[config.mk]
export PLATFORM = sky130hd
export DESIGN_NAME = lsb_serial_regport
export DESIGN_NICKNAME = d
export VERILOG_FILES = /design/src/rtl/regport_pkg.sv /design/src/rtl/regport_sync.sv /design/src/rtl/regport_edge.sv /design/src/rtl/regport_fsm.sv /design/src/rtl/regport_txshift.sv /design/src/rtl/lsb_serial_regport.sv
export SDC_FILE = /design/constraint.sdc
export NUM_CORES = 1
export LEC_CHECK = 0
export ABC_AREA = 1
export CORE_UTILIZATION = 45
export CTS_CLUSTER_DIAMETER = 100
export CTS_CLUSTER_SIZE = 12
export DETAILED_ROUTE_END_ITERATION = 7
export PLACE_DENSITY = 0.69
export SETUP_SLACK_MARGIN = 0.02
export SKIP_CTS_REPAIR_TIMING = 1
export SYNTH_ARGS = -nofsm -noshare
export SYNTH_HDL_FRONTEND = slang
export SYNTH_SLANG_ARGS = --single-unit
[constraint.sdc]
create_clock -name clk -period 1.69 [get_ports clk]
set_input_delay 0.4225 -clock clk [delete_from_list [all_inputs] [get_ports clk]]
set_output_delay 0.4225 -clock clk [all_outputs]
set_load 0.02 [all_outputs]
[src/rtl/regport_pkg.sv]
package regport_pkg;

    typedef enum logic [2:0] {
        ST_IDLE   = 3'd0,
        ST_HDR    = 3'd1,
        ST_WDATA  = 3'd2,
        ST_RDATA  = 3'd3,
        ST_COMMIT = 3'd4,
        ST_WAIT   = 3'd5
    } rp_state_e;

    localparam logic DIR_READ = 1'b1;

endpackage

[src/rtl/regport_sync.sv]
module regport_sync #(
    parameter int              WIDTH   = 3,
    parameter int              STAGES  = 2,
    parameter logic [WIDTH-1:0] RST_VAL = '0
) (
    input  logic             clk,
    input  logic             rst_n,
    input  logic [WIDTH-1:0] d_async,
    output logic [WIDTH-1:0] q_sync
);

    logic [WIDTH-1:0] chain [STAGES];

    genvar s;
    generate
        for (s = 0; s < STAGES; s++) begin : g_stage
            if (s == 0) begin : g_first
                always_ff @(posedge clk or negedge rst_n) begin
                    if (!rst_n) chain[0] <= RST_VAL;
                    else        chain[0] <= d_async;
                end
            end else begin : g_next
                always_ff @(posedge clk or negedge rst_n) begin
                    if (!rst_n) chain[s] <= RST_VAL;
                    else        chain[s] <= chain[s-1];
                end
            end
        end
    endgenerate

    assign q_sync = chain[STAGES-1];

endmodule

[src/rtl/regport_edge.sv]
module regport_edge (
    input  logic clk,
    input  logic rst_n,
    input  logic sclk_s,
    input  logic edge_sel,
    output logic smp,
    output logic lnch
);

    logic prev_q;
    logic rise;
    logic fall;

    always_ff @(posedge clk or negedge rst_n) begin
        if (!rst_n) prev_q <= 1'b0;
        else        prev_q <= sclk_s;
    end

    always_comb begin
        rise = sclk_s & ~prev_q;
        fall = ~sclk_s & prev_q;
        smp  = edge_sel ? fall : rise;
        lnch = edge_sel ? rise : fall;
    end

endmodule

[src/rtl/regport_fsm.sv]
module regport_fsm
    import regport_pkg::*;
#(
    parameter int ADDR_W     = 6,
    parameter int DATA_W     = 8,
    parameter int FRAME      = 16,
    parameter int DATA_START = 8,
    parameter int CNT_W      = 5
) (
    input  logic              clk,
    input  logic              rst_n,
    input  logic              cs_act,
    input  logic              smp,
    input  logic              sdi_s,
    output rp_state_e         state,
    output logic [CNT_W-1:0]  cnt,
    output logic              rw,
    output logic              we,
    output logic              load_rd,
    output logic              rd_phase,
    output logic [ADDR_W-1:0] addr,
    output logic [DATA_W-1:0] wdata
);

    localparam logic [CNT_W-1:0] HDR_LAST = CNT_W'(DATA_START - 1);
    localparam logic [CNT_W-1:0] BIT_LAST = CNT_W'(FRAME - 1);

    rp_state_e         state_q, state_d;
    logic [CNT_W-1:0]  cnt_q;
    logic              rw_q;
    logic [ADDR_W-1:0] addr_q;
    logic [DATA_W-1:0] wdata_q;
    logic              shifting;

    // state register
    always_ff @(posedge clk or negedge rst_n) begin
        if (!rst_n) state_q <= ST_IDLE;
        else        state_q <= state_d;
    end

    // next state
    always_comb begin
        state_d = state_q;
        unique case (state_q)
            ST_IDLE: begin
                if (cs_act) state_d = ST_HDR;
            end
            ST_HDR: begin
                if (!cs_act)
                    state_d = ST_IDLE;
                else if (smp && cnt_q == HDR_LAST)
                    state_d = (rw_q == DIR_READ) ? ST_RDATA : ST_WDATA;
            end
            ST_WDATA: begin
                if (!cs_act)
                    state_d = ST_IDLE;
                else if (smp && cnt_q == BIT_LAST)
                    state_d = ST_COMMIT;
            end
            ST_RDATA: begin
                if (!cs_act)
                    state_d = ST_IDLE;
                else if (smp && cnt_q == BIT_LAST)
                    state_d = ST_WAIT;
            end
            ST_COMMIT: state_d = ST_WAIT;
            ST_WAIT: begin
                if (!cs_act) state_d = ST_IDLE;
            end
            default: state_d = ST_IDLE;
        endcase
    end

    // outputs
    always_comb begin
        we       = (state_q == ST_COMMIT);
        rd_phase = (state_q == ST_RDATA);
        shifting = smp && (state_q == ST_HDR || state_q == ST_WDATA
                           || state_q == ST_RDATA);
        load_rd  = smp && (state_q == ST_HDR) && (cnt_q == HDR_LAST)
                   && (rw_q == DIR_READ);
    end

    // bit counter and captured fields
    always_ff @(posedge clk or negedge rst_n) begin
        if (!rst_n) begin
            cnt_q   <= '0;
            rw_q    <= 1'b0;
            addr_q  <= '0;
            wdata_q <= '0;
        end else if (state_q == ST_IDLE) begin
            cnt_q <= '0;
        end else if (shifting) begin
            cnt_q <= cnt_q + 1'b1;
            if (cnt_q == '0) rw_q <= sdi_s;
            for (int i = 0; i < ADDR_W; i++) begin
                if (cnt_q == CNT_W'(i + 1)) addr_q[i] <= sdi_s;
            end
            if (state_q == ST_WDATA) begin
                for (int j = 0; j < DATA_W; j++) begin
                    if (cnt_q == CNT_W'(DATA_START + j)) wdata_q[j] <= sdi_s;
                end
            end
        end
    end

    assign state = state_q;
    assign cnt   = cnt_q;
    assign rw    = rw_q;
    assign addr  = addr_q;
    assign wdata = wdata_q;

endmodule

[src/rtl/regport_txshift.sv]
module regport_txshift #(
    parameter int DATA_W     = 8,
    parameter int DATA_START = 8,
    parameter int CNT_W      = 5
) (
    input  logic              clk,
    input  logic              rst_n,
    input  logic              load_rd,
    input  logic              lnch,
    input  logic              rd_phase,
    input  logic [CNT_W-1:0]  cnt,
    input  logic [DATA_W-1:0] rdata,
    output logic              sdo,
    output logic              sdo_oe
);

    logic [DATA_W-1:0] sh_q;

    always_ff @(posedge clk or negedge rst_n) begin
        if (!rst_n)
            sh_q <= '0;
        else if (load_rd)
            sh_q <= rdata;
        else if (lnch && rd_phase && cnt > CNT_W'(DATA_START))
            sh_q <= sh_q >> 1;
    end

    assign sdo    = rd_phase & sh_q[0];
    assign sdo_oe = rd_phase;

endmodule

[src/rtl/lsb_serial_regport.sv]
module lsb_serial_regport
    import regport_pkg::*;
#(
    parameter int ADDR_W      = 6,
    parameter int DATA_W      = 8,
    parameter int SYNC_STAGES = 2
) (
    input  logic              clk,
    input  logic              rst_n,
    input  logic              cs_n,
    input  logic              sclk,
    input  logic              sdi,
    input  logic              edge_sel,
    output logic              sdo,
    output logic              sdo_oe,
    output logic              reg_we,
    output logic [ADDR_W-1:0] reg_addr,
    output logic [DATA_W-1:0] reg_wdata,
    input  logic [DATA_W-1:0] reg_rdata
);

    localparam int DATA_START = ADDR_W + 2;
    localparam int FRAME      = DATA_START + DATA_W;
    localparam int CNT_W      = $clog2(FRAME + 1);

    logic [2:0]       sync_q;
    logic             cs_act;
    logic             smp;
    logic             lnch;
    rp_state_e        state_q;
    logic [CNT_W-1:0] cnt_q;
    logic             rw_q;
    logic             load_rd;
    logic             rd_phase;

    regport_sync #(
        .WIDTH   (3),
        .STAGES  (SYNC_STAGES),
        .RST_VAL (3'b100)
    ) u_sync (
        .clk     (clk),
        .rst_n   (rst_n),
        .d_async ({cs_n, sclk, sdi}),
        .q_sync  (sync_q)
    );

    assign cs_act = ~sync_q[2];

    regport_edge u_edge (
        .clk      (clk),
        .rst_n    (rst_n),
        .sclk_s   (sync_q[1]),
        .edge_sel (edge_sel),
        .smp      (smp),
        .lnch     (lnch)
    );

    regport_fsm #(
        .ADDR_W     (ADDR_W),
        .DATA_W     (DATA_W),
        .FRAME      (FRAME),
        .DATA_START (DATA_START),
        .CNT_W      (CNT_W)
    ) u_fsm (
        .clk      (clk),
        .rst_n    (rst_n),
        .cs_act   (cs_act),
        .smp      (smp),
        .sdi_s    (sync_q[0]),
        .state    (state_q),
        .cnt      (cnt_q),
        .rw       (rw_q),
        .we       (reg_we),
        .load_rd  (load_rd),
        .rd_phase (rd_phase),
        .addr     (reg_addr),
        .wdata    (reg_wdata)
    );

    regport_txshift #(
        .DATA_W     (DATA_W),
        .DATA_START (DATA_START),
        .CNT_W      (CNT_W)
    ) u_tx (
        .clk      (clk),
        .rst_n    (rst_n),
        .load_rd  (load_rd),
        .lnch     (lnch),
        .rd_phase (rd_phase),
        .cnt      (cnt_q),
        .rdata    (reg_rdata),
        .sdo      (sdo),
        .sdo_oe   (sdo_oe)
    );

endmodule

### Yosys cells after proc, flatten, opt, wreduce, memory -nomap -nowiden

Cells that the tools add are included.

* $add $sub $neg: 1
* $lt $le $gt $ge: 1
* eq/ne operators: 25
* muxes and demuxes: 16
* bitwise logic cells: 6
* reduce and logical (&&, ||, !) cells: 30

Operators by type and width (count)
* $eq 5x4->1 const B: 8
* $reduce_and 4->1: 8
* $mux 3: 8
* $reduce_and 3->1: 7
* $eq 5x3->1 const B: 4
* $pmux 3 s6: 1
* $mux 8: 2
* $eq 5x2->1 const B: 2
* $mux 5: 2
* $logic_and 1x1->1: 8
* $eq 3x2->1 const B: 2
* $eq 3x3->1 const B: 2
* $ne 3x2->1 const B: 2
* $add 5x1->5 const B: 1
* $eq 5x1->1 const B: 1
* $gt 5x4->1 const B: 1
* $logic_not 5->1: 1
* $reduce_and 5->1: 1
* $ne 2x2->1 const B: 2
* $reduce_bool 2->1: 2
* $and 1x1->1: 3
* $eq 3x1->1 const B: 1
* $logic_not 3->1: 1
* $mux 1: 3
* 3 further kinds: 6

* register bits: 38
* output and inout port bits: 17

### Logic depth before layout (Yosys ltp)

Gate-level depths: netlist of run 1.

* word-level depth: 7
* depth in mapped cells: 9
* depth with buffers taken out: 9

### By module

Synthesis of run 1 repeated with hierarchy kept, for this count alone.

* cell total of the unflattened synthesis: 253
* area, all modules: 2037.0 sq um

Modules (own cells, without submodules)
* regport_fsm: times used 1, cells each 164, area an instance 1290.0 sq um, seq. area each 575.6 sq um
* regport_txshift: times used 1, cells each 69, area an instance 504.2 sq um, seq. area each 200.2 sq um
* regport_sync: times used 1, cells each 9, area an instance 175.2 sq um, seq. area each 152.6 sq um
* regport_edge: times used 1, cells each 10, area an instance 63.8 sq um, seq. area each 25.0 sq um
* lsb_serial_regport: times used 1, cells each 1, area an instance 3.8 sq um, seq. area each 0.0 sq um

### Worst setup path before layout of run 1

Ideal clock, no wire load.

* path kind: reg-to-output
* start point: reg u_fsm.state_q[1], in the netlist u_fsm.state[1]
* end point: out sdo
* arrival: 1.061 ns
* path slack: 0.206 ns
* stages on the path, launching flop included: 3
* cells stage by stage: dfrtp_1 > nand2_1 > nor3b_1

* cells in the longest elaborated chain, start to end: 2

Ends and longest elaborated chain
* start: declaration: line regport_fsm.sv:28 `rp_state_e state_q, state_d;`
* start signal: assignment: line regport_fsm.sv:38 `else state_q <= state_d;`
* $eq 3x2->1: line regport_fsm.sv:77 `rd_phase = (state_q == ST_RDATA);`
* $and 1x1->1: line regport_txshift.sv:28 `assign sdo = rd_phase & sh_q[0];`
* end: declaration: line lsb_serial_regport.sv:14 `output logic sdo,`

No other way between the ends.

### Worst setup path after layout of run 1

* start point: reg u_fsm.state_q[1], in the netlist u_fsm.state[1]
* end point: out reg_we

* cells in the longest elaborated chain, start to end: 1

Ends and longest elaborated chain
* $eq 3x3->1: line regport_fsm.sv:76 `we = (state_q == ST_COMMIT);`
* end: declaration: line lsb_serial_regport.sv:16 `output logic reg_we,`

No other way between the ends.

==> flow_summary.json, run 1 <==
{
  "yosys.area.top_type_share": 0.449,
  "num_vias": 1792,
  "io_buffers": 30,
  "floorplan.initialDensity": 0.484,
  "placement.cell_area_um2": 2490,
  "worstPathBufferInverterCount": 2,
  "clk-insertion-delay-late_ns": 0.30,
  "antennaDiodeCount": 0,
  "cts_max_level": 2,
  "fmax_mhz": 634,
  "p_leak_nw": 1.48,
  "die_width_um": 68.8,
  "netlist_instances": 244,
  "power.combinational.fraction": 0.358,
  "timing.final.hold_violations": 0,
  "pin_count": 31,
  "clk_path_buf_depth": 2,
  "skew_ns": 0.00684,
  "timing.critical_path.from_type": "flop",
  "standard_cell_rows": 23,
  "dieHeight_um": 68.8,
  "wl_per_cell_um": 12.8,
  "pwr-share-seq": 0.377,
  "fin_crit_sh": 0.934,
  "internal_power_contribution_mw": 1.84,
  "design.core.area_um2": 4140,
  "final_layout_size_suffix_gt1_frac": 0.188,
  "clock-sinks": 38,
  "layout_setup_ws_ns": 0.112,
  "critical-path-max-stage-delay_ns": 0.41,
  "finish.instance_area_um2": 2640,
  "first_global_vias": 1708,
  "netSwitchingPower_mw": 1.02,
  "worst_setup_path_category": "reg -> out",
  "crit_required_ns": 1.27,
  "finalWorstPathRequiredPeriod_ns": 1.58,
  "post_synth.cell_area_avg_um2": 8.23,
  "clockRootBuffer": "sky130_fd_sc_hd__clkbuf_8",
  "grt_setup_unrepaired": "true",
  "outcome": "completed",
  "timing.slew.headroom": 0.708,
  "dpl.hpwl_um": 3220,
  "place_worst_setup_slack_ns": -0.252,
  "vdd.ir_drop.worst_mv": 0.672,
  "synthesis.area_um2": 2010,
  "critPathTopFamily": "flip-flops",
  "critical_path.max_fanout": 3,
  "globalRoute.totalOverflow": 0,
  "multi_input_gate_area_um2": 958,
  "grt_max_degree": 22,
  "filler_cell_count": 371,
  "ys_ff_latch": 38,
  "finalCoreUtilization": 0.638,
  "clock_power_share": 0.265,
  "synth_cell_type_count": 25,
  "antenna_found_initial": 0,
  "critical_path_arrival_ns": 1.16,
  "crit_path_top_delay_cell": "sky130_fd_sc_hd__dfrtp_1",
  "total_power_mw": 2.86,
  "wire_length_of_the_first_global_routing_pass_um": 7270,
  "fp.dieArea_um2": 4730,
  "swShare": 0.357,
  "tritoncts": "yes",
  "synth-warning-count": 0,
  "max_cap_viol_count": 0,
  "report.final.slew_viol_count": 0,
  "synth.top_cells.by_area": "sky130_fd_sc_hd__dfrtp_1, sky130_fd_sc_hd__nand2_1, sky130_fd_sc_hd__nand3_1",
  "cts-buffers-inserted": 5,
  "timing.final.setup_violations": 0,
  "yosysSeqAreaShare": 0.475,
  "antenna_left": 0,
  "critical_path.cell_chain": "nor2_1, nand2_1, inv_1, clkbuf_2",
  "clk_transition_reported_paths_ns": 0.07,
  "detailedRoute.firstPassIterationCount": 5,
  "synth.largest_area_cell": "sky130_fd_sc_hd__dfrtp_1",
  "area_growth_syn_to_layout_pct": 31.7,
  "post_drt_via_cell_ratio": 5.15,
  "routability_congestion": 0.979,
  "detail_route.wirelength_um": 4440,
  "groute.usage.overall": 0.214,
  "layout.nets": 316,
  "power-per-cell-area_nw_per_um2": 1080,
  "hold-worst-slack_ns": 0.0579,
  "worstMarginPinSlew_ns": 0.438,
  "min_path_type": "in -> async",
  "route.detailed.drc": 0,
  "register_area_um2": 955,
  "worst_setup_path_end_kind": "output pin",
  "synthesis.nets": 263,
  "drt_iter0_drc": 87
}
cells by family after synthesis:
group	after synthesis	synth area share
flip-flops	38	0.475
buffers and inverters	27	0.0586
adder cells (fa/ha/maj)	5	0.0312
AND/OR/NAND/NOR	152	0.374
AO/OA/AOI/OAI	22	0.0611
worst paths after layout:
check | startpoint | end | slack, ns | cells after the start
worst max-delay path | u_fsm.state[1] | reg_we | 0.11 | 4
worst min-delay path | rst_n | u_fsm.state[0] | 0.06 | 1
worst max register to register | u_fsm.cnt[0] | u_tx.sh_q[4] | 0.13 | 10
worst min register to register | u_sync.chain[4] | u_sync.q_sync[1] | 0.35 | 0
max in group asynchronous | rst_n | u_sync.q_sync[2] | 1.09 | 2
min in group clk | u_sync.chain[4] | u_sync.q_sync[1] | 0.35 | 0
metal layers:
metal | up-vias | routed length [um] | track usage
met5 | - | 0 | 0
met4 | 0 | 103 | 0.115
met3 | 10 | 200 | 0.0444
met2 | 53 | 2110 | 0.352
met1 | 823 | 2030 | 0.262
li1 | 906 | - | -
stage by stage:
stage | instances | setup TNS (ns)
after global placement | 340 | -3.81
after floorplan | 244 | 0
after CTS | 348 | -1.03
final | 348 | 0
after global routing | 348 | 0
after detailed placement | 340 | -4.67
registers in the layout (all words and copies together) (netlist names):
register / flops
u_fsm.wdata: 8
u_sync.chain: 3
u_fsm.addr: 6
u_fsm.rw: 1
u_fsm.state: 3
u_edge.prev_q: 1
u_fsm.cnt: 5
u_tx.sh_q: 8
u_sync.q_sync: 3
layout by cell type (no fill, tap or decap), types with 2 or more instances in the layout:
master                            instances
sky130_fd_sc_hd__nand2_1                 73
sky130_fd_sc_hd__dfrtp_1                 35
sky130_fd_sc_hd__nand3_1                 23
sky130_fd_sc_hd__inv_1                   20
sky130_fd_sc_hd__buf_4                   17
sky130_fd_sc_hd__nor2_1                  16
sky130_fd_sc_hd__nand4_1                 14
sky130_fd_sc_hd__dlymetal6s2s_1          14
sky130_fd_sc_hd__clkdlybuf4s50_1         12
sky130_fd_sc_hd__o21ai_0                 10
sky130_fd_sc_hd__o21ai_1                 10
sky130_fd_sc_hd__nor2_4                   5
sky130_fd_sc_hd__or2_0                    5
sky130_fd_sc_hd__clkbuf_8                 5
sky130_fd_sc_hd__inv_2                    4
sky130_fd_sc_hd__nor3_1                   4
sky130_fd_sc_hd__ha_1                     4
sky130_fd_sc_hd__clkinv_2                 3
sky130_fd_sc_hd__nand3_2                  3
sky130_fd_sc_hd__nand2_4                  2
sky130_fd_sc_hd__nor2_2                   2
sky130_fd_sc_hd__buf_2                    2
sky130_fd_sc_hd__clkbuf_2                 2
sky130_fd_sc_hd__dfstp_2                  2
area by class of cell:
class	instances	area share
clock buffers	5	0.0260
clock inverters	3	0.0152
inverters	25	0.0360
multi-input cells	179	0.363
flip-flops and latches	38	0.361
well taps	50	0.0237
repair buffers	48	0.175
power groups by stage:
stage | clock network (mW) | logic, mW | registers (mW)
after floorplan | 0 | 0.589 | 1.11
after global placement | 0 | 1.00 | 1.09
after detailed placement | 0 | 1.01 | 1.09
after CTS | 0.774 | 1.02 | 1.08
after global routing | 0.803 | 1.14 | 1.09
final | 0.760 | 1.02 | 1.08
cells in the mapped netlist (all sizes together):
library cell / n
nand2: 76
dfrtp: 36
nand3: 27
inv: 24
nor2: 24
o21ai: 20
nand4: 14
ha: 5
nor3: 5
or2: 5
buf: 2
dfstp: 2
a21oi: 1
clkinv: 1
nor3b: 1
o22ai: 1
No activity file was read; power rests on OpenSTA's default activity.
==> run 2, diff against run 1 <==
ABC_AREA = not set   (was 1)
RECOVER_POWER = 50   (was not set)
REMOVE_ABC_BUFFERS = 1   (was not set)
==> run 2 against run 1 <==
Compared with the run above: combinational power down 77%; critical path depth unchanged; utilization up 1.4 points; setup slack worse by 0.11 ns; fmax down 6.3%; clock power down 15%; power down 35%; clock skew down 0.0026 ns; non-clock buffer count up 5; synthesized cell count down 29%; die area down 0.60%; via count down 16%.
==> flow_summary.json, run 2 <==
{
  "outcome": "completed",
  "power-per-cell-area_nw_per_um2": 694,
  "worst_setup_path_category": "reg -> reg",
  "finish.instance_area_um2": 2680,
  "grt_setup_unrepaired": "true",
  "grt_max_degree": 22,
  "vdd.ir_drop.worst_mv": 0.500,
  "synthTopCellsByCount": "sky130_fd_sc_hd__dfrtp_1, sky130_fd_sc_hd__inv_1, sky130_fd_sc_hd__mux2_2",
  "routability_congestion": 0.888,
  "clockRootBuffer": "sky130_fd_sc_hd__clkbuf_8",
  "antenna_left": 0,
  "register_area_um2": 955,
  "placement.cell_area_um2": 2480,
  "io_buffers": 30,
  "dpl.hpwl_um": 3080,
  "cts_max_level": 2,
  "num_vias": 1506,
  "detailedRoute.firstPassIterationCount": 4,
  "timing.slew.headroom": 0.355,
  "synthesis.area_um2": 1990,
  "clk-insertion-delay-late_ns": 0.29,
  "finalCoreUtilization": 0.652,
  "yosys.area.top_type_share": 0.452,
  "synth-warning-count": 0,
  "detail_route.wirelength_um": 4370,
  "final_cell_mix": "sky130_fd_sc_hd__dfrtp_1, sky130_fd_sc_hd__buf_4, sky130_fd_sc_hd__dlymetal6s2s_1, sky130_fd_sc_hd__inv_1, sky130_fd_sc_hd__mux2_2",
  "ys_async_sr_fraction": 1.00,
  "yosysSeqAreaShare": 0.478,
  "synthFlopType": "sky130_fd_sc_hd__dfrtp_1",
  "synth.top_cells.by_area": "sky130_fd_sc_hd__dfrtp_1, sky130_fd_sc_hd__mux2_2, sky130_fd_sc_hd__o221ai_2",
  "groute.usage.overall": 0.209,
  "layout.nets": 243,
  "fmax_mhz": 594,
  "filler_cell_count": 314,
  "timing.critical_path.from_type": "flop",
  "wl_per_cell_um": 15.9,
  "antenna_found_initial": 0,
  "design.core.area_um2": 4120,
  "min_path_type": "in -> async",
  "p_leak_nw": 1.43,
  "synth.largest_area_cell": "sky130_fd_sc_hd__dfrtp_1",
  "wire_length_of_the_first_global_routing_pass_um": 7060,
  "pin_count": 31,
  "crit_required_ns": 1.87,
  "post_drt_via_cell_ratio": 5.48,
  "multi_input_gate_area_um2": 1000,
  "route.detailed.drc": 0,
  "synth-edff-count": 0,
  "cts-buffers-inserted": 5,
  "timing.final.setup_violations": 0,
  "antennaDiodeCount": 0,
  "yosys.cell_count.top_type": "sky130_fd_sc_hd__dfrtp_1",
  "regToRegSetupSlack_ns": 0.005,
  "first_global_vias": 1562,
  "fin_crit_sh": 0.997,
  "worstMarginPinSlew_ns": 0.967,
  "max_cap_viol_count": 0,
  "final_layout_size_suffix_gt1_frac": 0.342,
  "finalWorstPathRequiredPeriod_ns": 1.68,
  "post_synth.cell_area_avg_um2": 11.5,
  "worst_setup_path_end_kind": "flop",
  "globalRoute.totalOverflow": 0,
  "clk_transition_reported_paths_ns": 0.08,
  "skew_ns": 0.00429,
  "fp.dieArea_um2": 4700,
  "standard_cell_rows": 23,
  "critical_path.max_fanout": 8,
  "final_common_cell": "sky130_fd_sc_hd__dfrtp_1",
  "report.final.slew_viol_count": 0,
  "critical_path_arrival_ns": 1.86,
  "area_growth_syn_to_layout_pct": 34.5,
  "die_width_um": 68.6,
  "clk_path_buf_depth": 2,
  "clock-sinks": 38,
  "netlist_instances": 174,
  "drt_iter0_drc": 59,
  "tritoncts": "yes",
  "timing.final.hold_violations": 0,
  "synth_cell_type_count": 48,
  "ys_ff_latch": 38,
  "dieHeight_um": 68.6,
  "floorplan.initialDensity": 0.485
}
[run 2: cell types whose count changed after synthesis, sizes merged, moves of 7 or more]
cell    before  now
inv         24   12
mux2         0   15
nor2        24    6
nand2       76   10
nand4       14    7
nand3       27   10
nand2b       0    8
o21ai       20    5
o221ai       0    8
[run 2: final timing paths]
kind	start	cells after the start	to
setup reg to reg	u_edge.prev_q	4	u_fsm.addr[2]
hold reg to reg	u_sync.chain[5]	0	u_sync.q_sync[2]
min in group clk	u_sync.chain[5]	0	u_sync.q_sync[2]
setup / recovery	u_edge.prev_q	4	u_fsm.addr[2]
hold / removal	rst_n	1	u_fsm.cnt[3]
max in group asynchronous	rst_n	2	u_fsm.wdata[3]
[run 2: cell type report]
class                      instances  share of cell area
inverter                          12              0.0168
timing repair buffer              53               0.196
clock inverter                     1             0.00187
multi-input combinational        114               0.374
clock buffer                       7              0.0322
tap                               50              0.0233
sequential                        38               0.356
[run 2: cells by family (layout without fill, tap and decap cells)]
kind of cell | Yosys count | after routing | share of synthesized area
mux | 15 | 15 | 0.0847
xor+xnor | 2 | 2 | 0.00878
fa+ha+maj | 5 | 5 | 0.0314
buf+inv | 22 | 73 | 0.0540
simple gates | 67 | 67 | 0.215
flops | 38 | 38 | 0.478
compound gates | 25 | 25 | 0.129
[run 2: metal layers]
layer,routed length [um],GRT usage,vias up
met1,1920,0.264,743
met4,82,0.102,0
li1,-,-,724
met5,0,0,-
met2,2260,0.346,28
met3,110,0.0362,11
[run 2: per-stage QoR]
| stage | hold WS (ns) | power, mW | cells | setup WS, ns | setup TNS, ns |
|---|---|---|---|---|---|
| 2_1_floorplan | 0.127 | 1.09 | 164 | 0.00741 | 0 |
| 3_3_place_gp | 0.333 | 1.21 | 266 | -0.462 | -11.77 |
| 3_5_place_dp | 0.348 | 1.22 | 266 | -0.476 | -12.28 |
| 4_1_cts | 0.0780 | 1.86 | 274 | -0.397 | -4.44 |
| 5_1_grt | 0.342 | 1.95 | 275 | -0.0534 | -0.0860 |
| 6_report | 0.260 | 1.86 | 275 | 0.00511 | 0 |
[run 2: report_power, final]
part	internal (mW)	total [mW]	switching [mW]	leakage, nW
combinational	0.117	0.239	0.122	0.877
clock	0.329	0.647	0.318	0.0482
sequential	0.945	0.976	0.0311	0.505
total	1.39	1.86	0.470	1.43
[run 2: worst max-delay path: stages, from the launching register on]
cell and delay (ns):
sky130_fd_sc_hd__dfrtp_1 0.42, sky130_fd_sc_hd__and3b_2 0.27, sky130_fd_sc_hd__o21ai_4 0.34, sky130_fd_sc_hd__and4bb_2 0.27, sky130_fd_sc_hd__mux2_2 0.26
